--- src/rtl/mcu_pkg.sv ---
package mcu_pkg;
  localparam int LINES  = 4;
  localparam int CTRL_W = 5;
  localparam int DATA_W = 8;

  // line positions, shared by status bits [3:0] and [7:4]
  localparam int L_CTS = 0;
  localparam int L_DSR = 1;
  localparam int L_RI  = 2;
  localparam int L_DCD = 3;

  // control register fields
  localparam int C_DTR  = 0;
  localparam int C_RTS  = 1;
  localparam int C_AUX1 = 2;
  localparam int C_AUX2 = 3;
  localparam int C_LOOP = 4;

  typedef enum logic {SEL_CTRL = 1'b0, SEL_STAT = 1'b1} reg_sel_e;

  // internal handshake mapping used in loopback
  function automatic logic [LINES-1:0] loop_map(input logic [CTRL_W-1:0] c);
    logic [LINES-1:0] m;
    m[L_CTS] = c[C_RTS];
    m[L_DSR] = c[C_DTR];
    m[L_RI]  = c[C_AUX1];
    m[L_DCD] = c[C_AUX2];
    return m;
  endfunction
endpackage

--- src/rtl/mcu_sync.sv ---
module mcu_sync #(
  parameter int W      = 4,
  parameter int STAGES = 2
) (
  input  logic         clk,
  input  logic [W-1:0] d,
  output logic [W-1:0] q
);
  logic [W-1:0] stage [STAGES];

  for (genvar s = 0; s < STAGES; s++) begin : g_stage
    if (s == 0) begin : g_first
      always_ff @(posedge clk) stage[0] <= d;
    end else begin : g_next
      always_ff @(posedge clk) stage[s] <= stage[s-1];
    end
  end

  assign q = stage[STAGES-1];
endmodule

--- src/rtl/mcu_ctrl.sv ---
module mcu_ctrl
  import mcu_pkg::*;
(
  input  logic              clk,
  input  logic              rst,
  input  logic              wr_hit,
  input  logic [DATA_W-1:0] wr_data,
  output logic [CTRL_W-1:0] ctrl_q,
  output logic [LINES-1:0]  pins_n
);
  always_ff @(posedge clk) begin
    if (rst)         ctrl_q <= '0;
    else if (wr_hit) ctrl_q <= wr_data[CTRL_W-1:0];
  end

  always_comb begin
    if (ctrl_q[C_LOOP]) pins_n = '1;
    else                pins_n = ~ctrl_q[LINES-1:0];
  end

  // upper write bits are dropped, low bits are stored
  a_r2_store_low: assert property (@(posedge clk) disable iff (rst)
    (wr_hit && (|wr_data[DATA_W-1:CTRL_W])) |=> ctrl_q == $past(wr_data[CTRL_W-1:0]));
endmodule

--- src/rtl/mcu_status.sv ---
module mcu_status
  import mcu_pkg::*;
(
  input  logic             clk,
  input  logic             rst,
  input  logic [LINES-1:0] cur,
  input  logic             rd_clr,
  input  logic             irq_en,
  output logic [LINES-1:0] delta_q,
  output logic             irq
);
  logic [LINES-1:0] prev_q;
  logic [LINES-1:0] evt;

  for (genvar i = 0; i < LINES; i++) begin : g_evt
    if (i == L_RI) begin : g_ring
      // status bit falling = ring pin rising
      assign evt[i] = prev_q[i] & ~cur[i];
    end else begin : g_both
      assign evt[i] = prev_q[i] ^ cur[i];
    end
  end

  always_ff @(posedge clk) begin
    prev_q <= cur;
    if (rst) delta_q <= '0;
    else     delta_q <= (delta_q & ~{LINES{rd_clr}}) | evt;
  end

  assign irq = irq_en & (|delta_q);

  // a detected change always leaves its flag set
  a_r7_flag_sets: assert property (@(posedge clk) disable iff (rst)
    (|evt) |=> ((delta_q & $past(evt)) == $past(evt)));
  // ring status rising (pin falling) never raises the ring flag
  a_r8_ring_one_edge: assert property (@(posedge clk) disable iff (rst)
    (!prev_q[L_RI] && cur[L_RI] && !delta_q[L_RI]) |=> !delta_q[L_RI]);
  // a read clears every flag that saw no new change
  a_r9_read_clears: assert property (@(posedge clk) disable iff (rst)
    rd_clr |=> ((delta_q & ~$past(evt)) == '0));
  // no flag is left standing by reset
  a_r11_reset_clean: assert property (@(posedge clk)
    $fell(rst) |-> delta_q == '0);
endmodule

--- src/rtl/modem_ctl_unit.sv ---
module modem_ctl_unit
  import mcu_pkg::*;
(
  input  logic              clk,
  input  logic              rst,
  input  logic              reg_addr,
  input  logic              reg_wr,
  input  logic              reg_rd,
  input  logic [DATA_W-1:0] reg_wdata,
  output logic [DATA_W-1:0] reg_rdata,
  input  logic              cts_in_n,
  input  logic              dsr_in_n,
  input  logic              ri_in_n,
  input  logic              dcd_in_n,
  output logic              dtr_out_n,
  output logic              rts_out_n,
  output logic              aux1_out_n,
  output logic              aux2_out_n,
  input  logic              ser_in,
  output logic              ser_out,
  input  logic              tx_bit,
  output logic              rx_bit,
  input  logic              msi_enable,
  output logic              msi_req
);
  logic [CTRL_W-1:0] ctrl_q;
  logic [LINES-1:0]  pins_n;
  logic [LINES-1:0]  ext_n;
  logic [LINES-1:0]  ext_sync_n;
  logic [LINES-1:0]  cur;
  logic [LINES-1:0]  delta_q;
  logic              loop_on;
  logic              wr_hit;
  logic              rd_stat;

  assign wr_hit  = reg_wr && (reg_addr == SEL_CTRL);
  assign rd_stat = reg_rd && (reg_addr == SEL_STAT);
  assign loop_on = ctrl_q[C_LOOP];

  always_comb begin
    ext_n        = '0;
    ext_n[L_CTS] = cts_in_n;
    ext_n[L_DSR] = dsr_in_n;
    ext_n[L_RI]  = ri_in_n;
    ext_n[L_DCD] = dcd_in_n;
  end

  mcu_ctrl u_ctrl (
    .clk     (clk),
    .rst     (rst),
    .wr_hit  (wr_hit),
    .wr_data (reg_wdata),
    .ctrl_q  (ctrl_q),
    .pins_n  (pins_n)
  );

  mcu_sync #(.W(LINES), .STAGES(2)) u_sync (
    .clk (clk),
    .d   (ext_n),
    .q   (ext_sync_n)
  );

  assign cur = loop_on ? loop_map(ctrl_q) : ~ext_sync_n;

  mcu_status u_status (
    .clk     (clk),
    .rst     (rst),
    .cur     (cur),
    .rd_clr  (rd_stat),
    .irq_en  (msi_enable),
    .delta_q (delta_q),
    .irq     (msi_req)
  );

  assign dtr_out_n  = pins_n[C_DTR];
  assign rts_out_n  = pins_n[C_RTS];
  assign aux1_out_n = pins_n[C_AUX1];
  assign aux2_out_n = pins_n[C_AUX2];

  assign ser_out = loop_on ? 1'b1   : tx_bit;
  assign rx_bit  = loop_on ? tx_bit : ser_in;

  always_ff @(posedge clk) begin
    if (rst) reg_rdata <= '0;
    else if (reg_rd) begin
      if (reg_addr == SEL_STAT) reg_rdata <= {cur, delta_q};
      else                      reg_rdata <= {{(DATA_W-CTRL_W){1'b0}}, ctrl_q};
    end
  end

  // control readback has zero upper bits
  a_r2_upper_zero: assert property (@(posedge clk) disable iff (rst)
    (reg_rd && reg_addr == SEL_CTRL) |=> reg_rdata[DATA_W-1:CTRL_W] == '0);
  // serial output rests at mark in loopback
  a_r3_sout_mark: assert property (@(posedge clk) disable iff (rst)
    loop_on |-> ser_out);
  // handshake pins inactive in loopback
  a_r4_pins_idle: assert property (@(posedge clk) disable iff (rst)
    loop_on |-> (dtr_out_n && rts_out_n && aux1_out_n && aux2_out_n));
  // request needs the enable and a flag
  a_r10_irq_gate: assert property (@(posedge clk) disable iff (rst)
    msi_req |-> (msi_enable && (|reg_status_low())));

  function automatic logic [LINES-1:0] reg_status_low();
    return delta_q;
  endfunction
endmodule

--- config.mk ---
export PLATFORM = sky130hd
export DESIGN_NAME = modem_ctl_unit
export DESIGN_NICKNAME = d
export VERILOG_FILES = /design/src/rtl/mcu_pkg.sv /design/src/rtl/mcu_sync.sv /design/src/rtl/mcu_ctrl.sv /design/src/rtl/mcu_status.sv /design/src/rtl/modem_ctl_unit.sv
export SDC_FILE = /design/constraint.sdc
export NUM_CORES = 1
export LEC_CHECK = 0
export ABC_AREA = 1
export BUFFER_PORTS_ARGS = -buffer_cell sky130_fd_sc_hd__buf_4
export CELL_PAD_IN_SITES_DETAIL_PLACEMENT = 1
export CELL_PAD_IN_SITES_GLOBAL_PLACEMENT = 2
export CORE_ASPECT_RATIO = 1.75
export CORE_UTILIZATION = 30
export DETAILED_ROUTE_END_ITERATION = 8
export GPL_ROUTABILITY_DRIVEN = 0
export PLACE_DENSITY = 0.8
export SLEW_MARGIN = 15
export SYNTH_ARGS = -nofsm -noshare
export SYNTH_HDL_FRONTEND = slang
export SYNTH_SLANG_ARGS = --single-unit
--- constraint.sdc ---
create_clock -name clk -period 2.18 [get_ports clk]
set_input_delay 0.545 -clock clk [delete_from_list [all_inputs] [get_ports clk]]
set_output_delay 0.545 -clock clk [all_outputs]
set_load 0.01 [all_outputs]
-- Word-level counts from Yosys, hierarchy flattened
Memory sizes are Yosys's and may differ from the RTL's.
Index checks and enable logic that the tools add are counted.
- shift-type cells: 0
- $lt $le $gt $ge: 0
- multiplexer cells: 5
- add/sub/neg operators: 0
- divide/modulo/power cells: 0
- bitwise logic cells: 12
- equal/unequal tests: 0
- multipliers: 0
- reductions and logical operators: 3
- operator list (cell ; number):
    $not A4 Y4 ; 3
    $mux W4 ; 2
    $mux W8 ; 1
    $and A4 B4 Y4 ; 1
    $or A4 B4 Y4 ; 1
    $reduce_or A4 Y1 ; 1
    $xor A1 B1 Y1 ; 3
    $and A1 B1 Y1 ; 2
    $logic_and A1 B1 Y1 ; 2
    $mux W1 ; 2
    $not A1 Y1 ; 2
- word-level logic and storage cells: 25
- bits in writable memories: 8
- register bits after elaboration: 21
- memories kept: 1
- input bits: 20
- memory bits (read-only): 0
- latch bits: 0
- output and inout bits: 15
- memories (memory ; depth ; bits a word ; rd ports ; clocked after memory_dff ; write ports ; RTL line ; source):
    u_sync.stage ; 2 ; 4 ; 2 ; 0 ; 2 ; mcu_sync.sv:9 ; logic [W-1:0] stage [STAGES];

-- Longest topological paths before layout
Gate-level depths: netlist of run 1.
- word-level depth: 5
- mapped depth: 7
- gate-level depth less buffers: 6

-- Cells and area by module
Synthesis of run 1 repeated with hierarchy kept, for this count alone.
- cells, all modules: 169
- area, all modules: 1173.6 µm²
- by module, submodules not included (module ; instances ; area each (µm²) ; cells each ; sequential area each (µm²)):
    modem_ctl_unit ; 1 ; 462.9 ; 79 ; 160.2
    mcu_status ; 1 ; 292.8 ; 41 ; 160.2
    mcu_ctrl ; 1 ; 227.7 ; 37 ; 100.1
    mcu_sync ; 1 ; 190.2 ; 12 ; 160.2

-- Worst setup path before layout of run 1
No wires, ideal clock.
- path kind: input to output
- start: input port tx_bit
- end: output port ser_out
- stages: 1
- setup slack: 802 ps
- path buffers: 0
- arrival: 833 ps
- path through: or2_2
- word-level cells in the longest chain between the ends: 1
- RTL lines (item ; RTL line ; source):
    start, declared ; modem_ctl_unit.sv:21 ; input logic tx_bit,
    $mux W1 ; modem_ctl_unit.sv:80 ; assign ser_out = loop_on ? 1'b1 : tx_bit;
    end, declared ; modem_ctl_unit.sv:20 ; output logic ser_out,
Every way passes these cells.

-- Final worst setup path of run 1
- start: register u_ctrl.ctrl_q[4]
- end: output port ser_out
- word-level cells in the longest chain between the ends: 1
- RTL lines (item ; RTL line ; source):
    start, declared ; mcu_ctrl.sv:8 ; output logic [CTRL_W-1:0] ctrl_q,
    start signal, assigned ; mcu_ctrl.sv:13 ; else if (wr_hit) ctrl_q <= wr_data[CTRL_W-1:0];
    $mux W1 ; modem_ctl_unit.sv:80 ;
Every way passes these cells.

==> reports/results.ini, run 1 <==
[status]
outcome = complete, no violations

[clock_tree]
cts_buffers = 5
cts.htree.levels = 2
clkLatencyLatePin_ns = 0.27
clock-sinks = 29
cts_buffer_depth = 2
post-cts-setup-buffers = 0
postCtsHoldBufs = 0
clk_pin_slew_ns = 0.06
root_buffer = clkbuf_8
cts_tree = built
post_cts_resized = 0

[power]
ir_drop_v = 0.000523
p_per_area_nw_per_um2 = 783
seq_power_share = 0.502
switching_share = 0.256
internal_power_mw = 0.877
p_clk_frac = 0.348
comb_power_share = 0.150
netSwitchingPower_mw = 0.302
leakagePower_nw = 0.712

[critical_path]
crit_chain = buf_4, or2_2, buf_4
crit_path_max_fanout = 12
crit_type = reg2out
cp-end-kind = primary output
cp_data_required_time_ns = 1.63
crit_end = ser_out
r2r_start = u_ctrl.ctrl_q[4]
r2r-end = reg_rdata[6]
reg2reg_slack_ns = 1.16
startpoint_type = flop
crit_slowest_cell = dfxtp_1
cp_common_cell = buf_4
rr_worst_depth = 5
startpoint = u_ctrl.ctrl_q[4]
cp_slowest_stage_delay_ns = 0.32
cp.arrival_ns = 1.22

[yosys]
seq_area_frac_synth = 0.499
ys_seq_elements = 29
yosys_warnings = 0
syn-cell-area_um2 = 1160
syn_nets = 159
synth_area_leaders = dfxtp_1 (50%), nand2_1 (12%), inv_1 (5.2%)
synthCells = 139
synth_area_leader_cell = dfxtp_1
synth_area_per_cell_um2 = 8.36
synth_top_cell_area_share = 0.499
yosysUniqueCellTypes = 23

[cells_and_area]
area_delta_synth_final_pct = 29.5
multiInputGateArea_um2 = 472
final_common_cell = nand2_1
seq_area_um2 = 581
fin_util = 0.411
antenna_cells = 0
num-fill-cells = 446
drive_above_1_share = 0.337
nets = 194
layoutNonFillerInstCount = 221
final_cell_mix = nand2_1 (38), buf_4 (32), dfxtp_1 (29)

[grt]
grt_remaining_overflow = 0
grt_pass1_wl_um = 4770
first_global_vias = 1068
track_usage = 0.156
antenna_found_initial = 0
grt_max_degree = 14

[sta]
clock_skew_ns = 0.00564
worst_pin_slew_ns = 0.473
whs_ns = 0.323
slew_viol_final = 0
hold_viol_final = 0
setup-tns-final_ns = 0
min_period_ns = 1.76
max_clock_freq_ghz = 0.567
relSlewSlack = 0.684
setup_viol = 0
timing.final.crit_share = 0.808
rsz0062_at_grt = no

[placed_design]
place_inst = 213
io_buffers = 31
hpwl_um = 2170

[routing]
drc_errors = 0
firstDrtPassIters = 2
avgViaCountPerCell = 4.64
drt-total-wl_um = 2780
vias = 1025
post_drt_wl_per_cell_um = 12.6
drtIter0Drc = 6
final_antenna_net_count = 0

[floorplanning]
die_w_um = 49.1
ios = 35
start_util = 0.317
core-area_um2 = 3660
row_count = 29
design.die.area_um2 = 4140
die_h_um = 84.3

[flow_run]
drv_cap = 0

[min_path]
min-delay-path-class = reg2reg

[how the worst min path moves through the flow]
stage                       startpoint  slack (ns)  cells after the start                  to
global placement    u_sync.stage[0][1]        0.31                      0  u_sync.stage[0][5]
global route        u_sync.stage[0][1]        0.33                      0  u_sync.stage[0][5]
floorplan           u_sync.stage[0][0]        0.31                      0  u_sync.stage[0][4]
detailed placement  u_sync.stage[0][2]        0.31                      0  u_sync.stage[0][6]
CTS                 u_sync.stage[0][2]        0.33                      0  u_sync.stage[0][6]
finish              u_sync.stage[0][0]        0.32                      0  u_sync.stage[0][4]
[metrics by stage]
| stage | instance area, um^2 | setup WS, ns | total power [mW] |
|---|---|---|---|
| after floorplan | 1160 | 0.802 | 0.704 |
| after global placement | 1430 | 0.578 | 0.776 |
| after detailed placement | 1430 | 0.566 | 0.784 |
| after CTS | 1510 | 0.398 | 1.20 |
| after global routing | 1510 | 0.354 | 1.24 |
| final | 1510 | 0.418 | 1.18 |
[layout make-up]
cell class              count  share of cell area
multi-input cells          87               0.313
flip-flops and latches     29               0.386
clock buffers               8              0.0532
well taps                  46              0.0382
repair buffers             32               0.160
inverters                  19              0.0499
[Yosys cell counts (all sizes together)]
master,n
nor4,1
a21oi,11
or2,1
buf,4
dfxtp,29
nand2,47
nor2,2
inv,18
nand3b,3
clkinv,1
o21ai,7
o211ai,5
nand3,10
[worst max-delay path: cells and delay by family, from the launching register on]
| kind | cells | cell delay, ns |
|---|---|---|
| flip-flops | 1 | 0.32 |
| AND/OR/NAND/NOR | 1 | 0.30 |
| buffers and inverters | 2 | 0.33 |
[metal layers]
| layer | vias to the layer above | track usage | part of all wire |
|---|---|---|---|
| met4 | 0 | 0.0802 | 0.020 |
| li1 | 509 | - | - |
| met5 | - | 0 | 0 |
| met1 | 489 | 0.138 | 0.36 |
| met2 | 23 | 0.302 | 0.58 |
| met3 | 4 | 0.0489 | 0.041 |
[power by group through the flow]
stage          combinational, mW  sequential [mW]  clock (mW)
2_1_floorplan              0.102            0.601           0
4_1_cts                    0.181            0.592       0.429
5_1_grt                    0.198            0.595       0.452
3_3_place_gp               0.174            0.601           0
3_5_place_dp               0.180            0.604           0
6_report                   0.177            0.591       0.410
[kinds of logic (layout without fill, tap and decap cells)]
family,after synthesis,in the layout,share of synthesized area
AND/OR/NAND/NOR,64,64,0.267
flip-flops,29,29,0.499
AO/OA/AOI/OAI,23,23,0.139
buffers and inverters,23,59,0.0947
[state kept, by name, summed over array words and instances (netlist names)]
register,count
u_ctrl.ctrl_q,5
u_status.delta_q,4
reg_rdata,8
u_status.prev_q,4
u_sync.stage,8
No activity file was read; power rests on OpenSTA's default activity.
==> run 2, diff against run 1 <==
--- a/config.mk
+++ b/config.mk
@@ -5,15 +5,15 @@
 export SDC_FILE = /design/constraint.sdc
 export NUM_CORES = 1
 export LEC_CHECK = 0
-export ABC_AREA = 1
+export ABC_AREA = 0
 export BUFFER_PORTS_ARGS = -buffer_cell sky130_fd_sc_hd__buf_4
 export CELL_PAD_IN_SITES_DETAIL_PLACEMENT = 1
 export CELL_PAD_IN_SITES_GLOBAL_PLACEMENT = 2
 export CORE_ASPECT_RATIO = 1.75
-export CORE_UTILIZATION = 30
+export CORE_UTILIZATION = 26
 export DETAILED_ROUTE_END_ITERATION = 8
 export GPL_ROUTABILITY_DRIVEN = 0
-export PLACE_DENSITY = 0.8
+export PLACE_DENSITY = 0.71
 export SLEW_MARGIN = 15
 export SYNTH_ARGS = -nofsm -noshare
 export SYNTH_HDL_FRONTEND = slang
==> constraint.sdc (replaced) <==
create_clock -name clk -period 1.5 [get_ports clk]
set_input_delay 0.375 -clock clk [delete_from_list [all_inputs] [get_ports clk]]
set_output_delay 0.375 -clock clk [all_outputs]
set_load 0.01 [all_outputs]
==> reports/results.ini, run 2 <==
[cells_and_area]
multiInputGateArea_um2 = 479
final_cell_mix = buf_4 (35), dfxtp_1 (26), nand2b_1 (12)
nets = 164
area_delta_synth_final_pct = 37.3
reg_top3 = reg_rdata x8, u_sync.stage x8, u_ctrl.ctrl_q x5
antenna_cells = 0
fin_util = 0.381
seq_area_um2 = 587
final_area_um2 = 1500
final_common_cell = buf_4
num-fill-cells = 475
drive_above_1_share = 0.359
layoutNonFillerInstCount = 193

[placed_design]
place_inst = 181
io_buffers = 31
pre_cts_slack_ns = 0.189
hpwl_um = 1690
place_area_um2 = 1370

[critical_path]
cp_slowest_stage_delay_ns = 0.42
cp_top_family = compound AO/OA/AOI/OAI gates
cp_num_buf_inv = 1
crit_type = reg2out
startpoint_type = flop
crit_path_max_fanout = 2
r2r_start = u_ctrl.ctrl_q[4]
cp-end-kind = primary output
r2r-end = reg_rdata[6]
cp_data_required_time_ns = 1.12
crit_chain = o41a_1, buf_4
reg2reg_slack_ns = 0.26
crit_slowest_cell = o41a_1
rr_worst_depth = 5
cp.arrival_ns = 1.17

[yosys]
syn_nets = 126
yosys_warnings = 0
async_flop_share = 0
synth_area_leaders = dfxtp_1 (53%), mux2i_1 (8.2%), nand2b_1 (6.9%)
synth_ff_type = dfxtp_1
syn-cell-area_um2 = 1090
seq_area_frac_synth = 0.531
synthCells = 106
synth_area_per_cell_um2 = 10.3
yosysUniqueCellTypes = 26
synthMostInstantiatedCell = dfxtp_1
synth_area_leader_cell = dfxtp_1
synth-edff-count = 0
synth_top_cell_area_share = 0.531
ys_top_cells_by_count = dfxtp_1 (29), nand2b_1 (12), nor2_1 (11)
ys_seq_elements = 29

[grt]
track_usage = 0.118
grt_remaining_overflow = 0
antenna_found_initial = 0
first_global_vias = 843
grt_pass1_wl_um = 3770
grt_max_degree = 18

[sta]
setup-tns-final_ns = -0.0414
timing.final.crit_share = 1.03
hold_viol_final = 0
rsz0062_at_grt = yes
fin_ws_ns = -0.0414
max_clock_freq_ghz = 0.649
worst_pin_slew_ns = 0.240
setup_viol = 1
min_period_ns = 1.54
whs_ns = 0.194
slew_viol_final = 0
clock_skew_ns = 0.00635
relSlewSlack = 0.840

[clock_tree]
clk_pin_slew_ns = 0.06
cts_buffers = 5
cts_tree = built
clock-sinks = 29
cts.htree.levels = 2
clkLatencyLatePin_ns = 0.28
root_buffer = clkbuf_8
cts_buffer_depth = 2

[routing]
vias = 856
drt-total-wl_um = 2280
final_antenna_net_count = 0
drtIter0Drc = 9
firstDrtPassIters = 4
avgViaCountPerCell = 4.44
drc_errors = 0
post_drt_wl_per_cell_um = 11.8

[floorplanning]
die_h_um = 87.8
die_w_um = 51.0
design.die.area_um2 = 4480
start_util = 0.277
row_count = 30
core-area_um2 = 3940
ios = 35

[power]
ir_drop_v = 0.000549
leakagePower_nw = 0.638
p_per_area_nw_per_um2 = 1130
power_mw = 1.69

[flow_run]
drv_cap = 0

[min_path]
holdPathStages = 1
holdPathEnd = u_sync.stage[0][2]
min-delay-path-class = in2reg
hold_start = ri_in_n

[status]
violations = negative setup slack
outcome = finished, violations left

-- run 2: kinds of logic (layout without fill, tap and decap cells) --
logic type	after synthesis	in the layout	share of synthesized area
buf+inv	7	46	0.0343
simple gates	43	43	0.225
mux	10	10	0.0927
compound gates	17	17	0.117
flops	29	29	0.531
-- run 2: how the worst max path moves through the flow --
stage | from | cells past startpoint | slack [ns] | endpoint
2_1_floorplan | u_ctrl.ctrl_q[4] | 2 | 0.25 | rx_bit
3_3_place_gp | u_ctrl.ctrl_q[4] | 2 | 0.20 | rx_bit
3_5_place_dp | u_ctrl.ctrl_q[4] | 2 | 0.19 | rx_bit
4_1_cts | u_status.delta_q[1] | 2 | -0.05 | msi_req
5_1_grt | u_status.delta_q[1] | 2 | -0.08 | msi_req
6_report | u_status.delta_q[1] | 2 | -0.04 | msi_req
-- run 2: what timing repair did --
item | in CTS | in global routing
resized for setup | 5 | 2
hold buffers | 0 | 0
buffers inserted | 2 | 2
setup endpoints to repair | 6 | 5
pin swaps | 0 | 0
-- run 2: where the power goes --
part / switching [mW] / internal (mW)
combinational: 0.0962 / 0.133
clock: 0.291 / 0.319
sequential: 0.0292 / 0.823
-- run 2: area by class of cell --
cell class	count	area share
Clock buffer	5	0.0458
Clock inverter	3	0.0117
Inverter	1	0.00250
Multi-Input combinational cell	70	0.319
Sequential cell	29	0.391
Tap cell	48	0.0400
Timing Repair Buffer	37	0.190
-- run 2: per-layer routing --
layer	vias to the layer above	GRT usage	share of wire
met5	-	0	0
met4	0	0.0833	0.033
met3	8	0.0417	0.065
met2	30	0.189	0.51
met1	380	0.128	0.39
li1	438	-	-
